$ cat src/rtl/dfs_pkg.sv
package dfs_pkg;
    typedef struct packed {
        logic overload;
        logic underload;
        logic supply;
        logic thermal;
    } dfs_flags_t;
endpackage

$ cat src/rtl/dfs_persist.sv
module dfs_persist #(
    parameter int LIMIT = 4
) (
    input  logic clk,
    input  logic rst_n,
    input  logic sleep,
    input  logic cond,
    output logic fire
);
    localparam int CW = $clog2(LIMIT + 1);
    localparam logic [CW-1:0] TOP = CW'(LIMIT - 1);

    logic [CW-1:0] cnt_d, cnt_q;

    always_comb begin
        if (sleep || !cond) begin
            cnt_d = '0;
        end else if (cnt_q == TOP) begin
            cnt_d = cnt_q;
        end else begin
            cnt_d = cnt_q + 1'b1;
        end
        fire = cond && !sleep && (cnt_q == TOP);
    end

    always_ff @(posedge clk or negedge rst_n) begin
        if (!rst_n) cnt_q <= '0;
        else        cnt_q <= cnt_d;
    end
endmodule

$ cat src/rtl/dfs_global.sv
module dfs_global #(
    parameter int NSENS = 6
) (
    input  logic [NSENS-1:0] tsd_lvl,
    input  logic             ov_lvl,
    input  logic             uv_lvl,
    input  logic             ov_lock_en,
    output logic             all_off
);
    always_comb begin
        all_off = (|tsd_lvl) || uv_lvl || (ov_lvl && ov_lock_en);
    end
endmodule

$ cat src/rtl/driver_fault_supervisor.sv
module driver_fault_supervisor #(
    parameter int NOUT    = 12,
    parameter int OC_FILT = 4,
    parameter int UL_FILT = 10
) (
    input  logic              clk,
    input  logic              rst_n,
    input  logic              en_pin,
    input  logic [NOUT-1:0]   prog_on,
    input  logic [NOUT-1:0]   oc_lvl,
    input  logic [NOUT-1:0]   ul_lvl,
    input  logic              ov_lvl,
    input  logic              uv_lvl,
    input  logic [NOUT/2-1:0] tw_lvl,
    input  logic [NOUT/2-1:0] tsd_lvl,
    input  logic              oc_shut_en,
    input  logic              ul_shut_en,
    input  logic              ov_lock_en,
    input  logic              status_clr,
    output logic [NOUT-1:0]   gate_on,
    output logic              flag_overload,
    output logic              flag_underload,
    output logic              flag_supply,
    output logic              flag_thermal
);
    import dfs_pkg::*;

    localparam int NSENS = NOUT / 2;

    typedef struct packed {
        logic [NOUT-1:0] gate;
        logic [NOUT-1:0] latch_off;
        dfs_flags_t      flags;
    } dfs_state_t;

    dfs_state_t state_d, state_q;

    logic            sleep;
    logic            all_off;
    logic [NOUT-1:0] oc_fire;
    logic [NOUT-1:0] ul_fire;

    assign sleep = !en_pin;

    // per-output persistence filters, armed only while the gate is on
    for (genvar i = 0; i < NOUT; i++) begin : g_filt
        dfs_persist #(.LIMIT(OC_FILT)) u_oc (
            .clk   (clk),
            .rst_n (rst_n),
            .sleep (sleep),
            .cond  (oc_lvl[i] && state_q.gate[i]),
            .fire  (oc_fire[i])
        );
        dfs_persist #(.LIMIT(UL_FILT)) u_ul (
            .clk   (clk),
            .rst_n (rst_n),
            .sleep (sleep),
            .cond  (ul_lvl[i] && state_q.gate[i]),
            .fire  (ul_fire[i])
        );
    end

    dfs_global #(.NSENS(NSENS)) u_global (
        .tsd_lvl    (tsd_lvl),
        .ov_lvl     (ov_lvl),
        .uv_lvl     (uv_lvl),
        .ov_lock_en (ov_lock_en),
        .all_off    (all_off)
    );

    always_comb begin
        state_d = state_q;
        if (sleep) begin
            state_d = '0;
        end else if (status_clr) begin
            state_d.latch_off = '0;
            state_d.flags     = '0;
            state_d.gate      = all_off ? '0 : prog_on;
        end else begin
            state_d.latch_off = state_q.latch_off
                              | (oc_fire & {NOUT{oc_shut_en}})
                              | (ul_fire & {NOUT{ul_shut_en}});
            state_d.flags.overload  = state_q.flags.overload  || (|oc_fire);
            state_d.flags.underload = state_q.flags.underload || (|ul_fire);
            state_d.flags.supply    = state_q.flags.supply    || ov_lvl || uv_lvl;
            state_d.flags.thermal   = state_q.flags.thermal   || (|tw_lvl);
            state_d.gate = all_off ? '0 : (prog_on & ~state_d.latch_off);
        end
    end

    always_ff @(posedge clk or negedge rst_n) begin
        if (!rst_n) state_q <= '0;
        else        state_q <= state_d;
    end

    assign gate_on        = state_q.gate;
    assign flag_overload  = state_q.flags.overload;
    assign flag_underload = state_q.flags.underload;
    assign flag_supply    = state_q.flags.supply;
    assign flag_thermal   = state_q.flags.thermal;
endmodule

$ cat config.mk
export PLATFORM = sky130hd
export DESIGN_NAME = driver_fault_supervisor
export DESIGN_NICKNAME = d
export VERILOG_FILES = /design/src/rtl/dfs_pkg.sv /design/src/rtl/dfs_persist.sv /design/src/rtl/dfs_global.sv /design/src/rtl/driver_fault_supervisor.sv
export SDC_FILE = /design/constraint.sdc
export NUM_CORES = 1
export LEC_CHECK = 0
export CAP_MARGIN = 40
export CORE_MARGIN = 2
export CORE_UTILIZATION = 60
export DETAILED_ROUTE_END_ITERATION = 10
export PLACE_DENSITY = 0.91
export SYNTH_ARGS = -nofsm -noshare
export SYNTH_HDL_FRONTEND = slang
export SYNTH_SLANG_ARGS = --single-unit
$ cat constraint.sdc
create_clock -name clk -period 3.94 [get_ports clk]
set_input_delay 0.394 -clock clk [delete_from_list [all_inputs] [get_ports clk]]
set_output_delay 0.394 -clock clk [all_outputs]
set_load 0.02 [all_outputs]
==> impl_metrics.yaml <==
die:
  num_io_pins: 73
  fp.dieW_um: 101
  core_area_sq_um: 9150
  die-area_sq_um: 10100
  start_util_pct: 61.3
  rows: 35
  chipHeight_um: 101
drt:
  drt-total-wl_um: 12100
  wl_per_cell_um: 16.7
  drtIter0Drc: 263
  num_vias: 4208
  drtAntennaViolNets: 0
  vias_per_cell: 5.84
  dr.pass1.iters: 5
  drc: 0
timing:
  hold_viol: 0
  max_freq_ghz: 0.485
  period_needed_ns: 2.06
  tns_ns: 0
  timing.final.ws_setup_ns: 1.88
  finalClockSkew_ns: 0.0136
  finalSetupViolations: 0
  fin_crit_sh_pct: 52.4
  tightest_slew_ns: 0.736
  rsz0062_at_grt: "false"
  slew_violations: 0
  slew_headroom_pct: 50.9
synthesis:
  yosysWarningCount: 0
  synth_top_cell_by_area: "dfrtp_1"
  syn-num-nets: 644
  avgSynthCellArea_sq_um: 10.4
  yosys_register_bits: 112
  synthTopCellsByArea: "dfrtp_1, ha_1, nor2_1"
  synth_top_area_share_pct: 49.9
  mappedNetlistArea_sq_um: 5610
  synthCells: 539
  yosysSeqAreaShare_pct: 49.9
  ys_types: 31
place:
  dpl.hpwl_um: 9200
  placed_cell_area_sq_um: 6370
  portBuffers: 72
  dp_slack_ns: 1.52
  place_congestion: 0.805
grt:
  grt_pass1_vias: 4292
  overflow: 0
  grt_first_pass_wirelength_um: 19800
  grt_usage_pct: 25.1
  antenna_found_initial: 0
  grt_max_degree: 44
power:
  ir_drop_v: 0.000224
  p_leak_uw: 0.00305
  power_density_nw_per_um2: 290
worst_setup_path:
  r2r.worst_path.cells: 6
  rr_startpoint: "g_filt[8].u_oc.cnt_q[0]"
  rrSetupSlack_ns: 1.89
  crit_slowest_cell: "clkdlybuf4s50_1"
  crit_path_start_kind: "input pin"
  cp_slowest_stage_delay_ns: 0.65
  path_class: "in -> reg"
  end_kind: "register"
  worst-path-max-fanout: 12
  regToRegEndpoint: "flag_overload"
  path_cells: "clkdlybuf4s50_1 > buf_4 > and4_1 > nor4_1 > or3b_1 > o21ba_1"
  cp.required_ns: 4.21
  cp.arrival_ns: 2.34
clock_network:
  cts.clk_slew.worst_paths_ns: 0.11
  clk_latency_ns: 0.37
  cts_buffer_depth: 2
  cts_tree: "done"
  numCtsBuffers: 9
  cts_setup_buffers: 0
  htreeDepth: 3
  holdBufCountCts: 0
  cts_root_buf: "clkbuf_8"
  cts_sinks: 112
  cts-resized-gates: 0
final_layout:
  nets: 709
  design_area_sq_um: 6550
  final_cell_mix: "nor2_1, dfrtp_1, clkdlybuf4s50_1, ha_1, nand3_1"
  nFillCells: 596
  area_growth_pct: 16.6
  diodes: 0
  final_common_cell: "nor2_1"
  finish.utilization_pct: 71.5
  drive_above_1_share_pct: 4.60
worst_hold_path:
  min_path_type: "in -> async"
status:
  outcome: "finished, final reports clean"
run:
  maxCapViolations: 0
==> metal layers <==
metal  share of wire [%]  vias to the layer above  GRT usage (%)
met4                 2.2                        0           8.54
met2                  52                      125           43.3
met1                  40                     2073           31.7
met5                   0                        -              0
met3                 5.6                       26           4.85
li1                    -                     1984              -
==> critical path, delay by kind of cell <==
family | cells | cell delay [ns]
buffers and inverters | 2 | 0.95
AND/OR/NAND/NOR | 3 | 0.79
AO/OA/AOI/OAI | 1 | 0.19
==> cell type report <==
class / instances / area (sq um) / share of cell area [%]
Inverter: 28 / 105 / 1.61
Clock inverter: 7 / 53.8 / 0.822
Sequential cell: 112 / 2800 / 42.8
Tap cell: 111 / 139 / 2.12
Multi-Input combinational cell: 377 / 2560 / 39.2
Timing Repair Buffer: 76 / 756 / 11.5
Clock buffer: 9 / 124 / 1.89
==> sequential cells by signal, indices dropped and copies added (netlist names) <==
register           cells
flag_overload          1
flag_thermal           1
state_q               12
gate_on               12
g_filt.u_ul.cnt_q     48
flag_supply            1
flag_underload         1
g_filt.u_oc.cnt_q     36
==> logic make-up (layout without fill, tap and decap cells) <==
kind of cell               Yosys count  in the layout  share of synthesized area, %
AOI/OAI and AO/OA                   62             62                          8.25
xor gates and xnor gates            37             37                          5.77
adders and majority gates           48             48                          10.7
buffers and inverters               50            120                          4.35
DFF                                112            112                          49.9
muxes                               20             20                          3.70
and+or+nand+nor                    210            210                          17.3
==> metrics by stage <==
stage / std cells / power, uW / hold slack (ns)
2_1_floorplan: 539 / 1190 / 0.0984
3_3_place_gp: 703 / 1280 / 0.410
3_5_place_dp: 704 / 1290 / 0.426
4_1_cts: 720 / 1910 / 0.0113
5_1_grt: 720 / 1960 / 0.0229
6_report: 720 / 1900 / 0.00387
==> power by group <==
part / internal (uW) / total, uW / leakage (uW) / switching, uW
combinational: 56.5 / 112 / 0.00141 / 55.7
sequential: 1150 / 1150 / 0.00156 / 1.00
clock: 235 / 633 / 0.0000822 / 398
total: 1440 / 1900 / 0.00305 / 455
==> cells in the mapped netlist (all sizes together) <==
| cell | n |
|---|---|
| clkbuf | 5 |
| xor2 | 25 |
| buf | 17 |
| mux2i | 14 |
| xnor2 | 12 |
| nor3 | 3 |
| nor4 | 6 |
| mux2 | 6 |
| o22ai | 3 |
| nor4b | 1 |
| ha | 48 |
| nor2 | 123 |
| or3b | 1 |
| and3 | 1 |
| inv | 28 |
| a21oi | 18 |
| dfrtp | 112 |
| a31oi | 1 |
| o211a | 12 |
| nand2b | 1 |
| a221oi | 12 |
| and4 | 11 |
| nand2 | 15 |
| nand3 | 36 |
| a211oi | 15 |
| nand3b | 12 |
| o21ba | 1 |
==> worst max-delay path by stage <==
stage	start	end	slack (ns)	cells past startpoint
global placement	en_pin	flag_overload	1.12	6
CTS	g_filt[8].u_oc.cnt_q[0]	flag_overload	1.90	6
finish	en_pin	flag_overload	1.88	6
global route	g_filt[8].u_oc.cnt_q[0]	flag_overload	1.78	6
detailed placement	en_pin	flag_overload	1.52	6
floorplan	g_filt[10].u_oc.cnt_q[0]	flag_overload	2.05	6
Note: power is estimated with default switching activity, not from simulation.
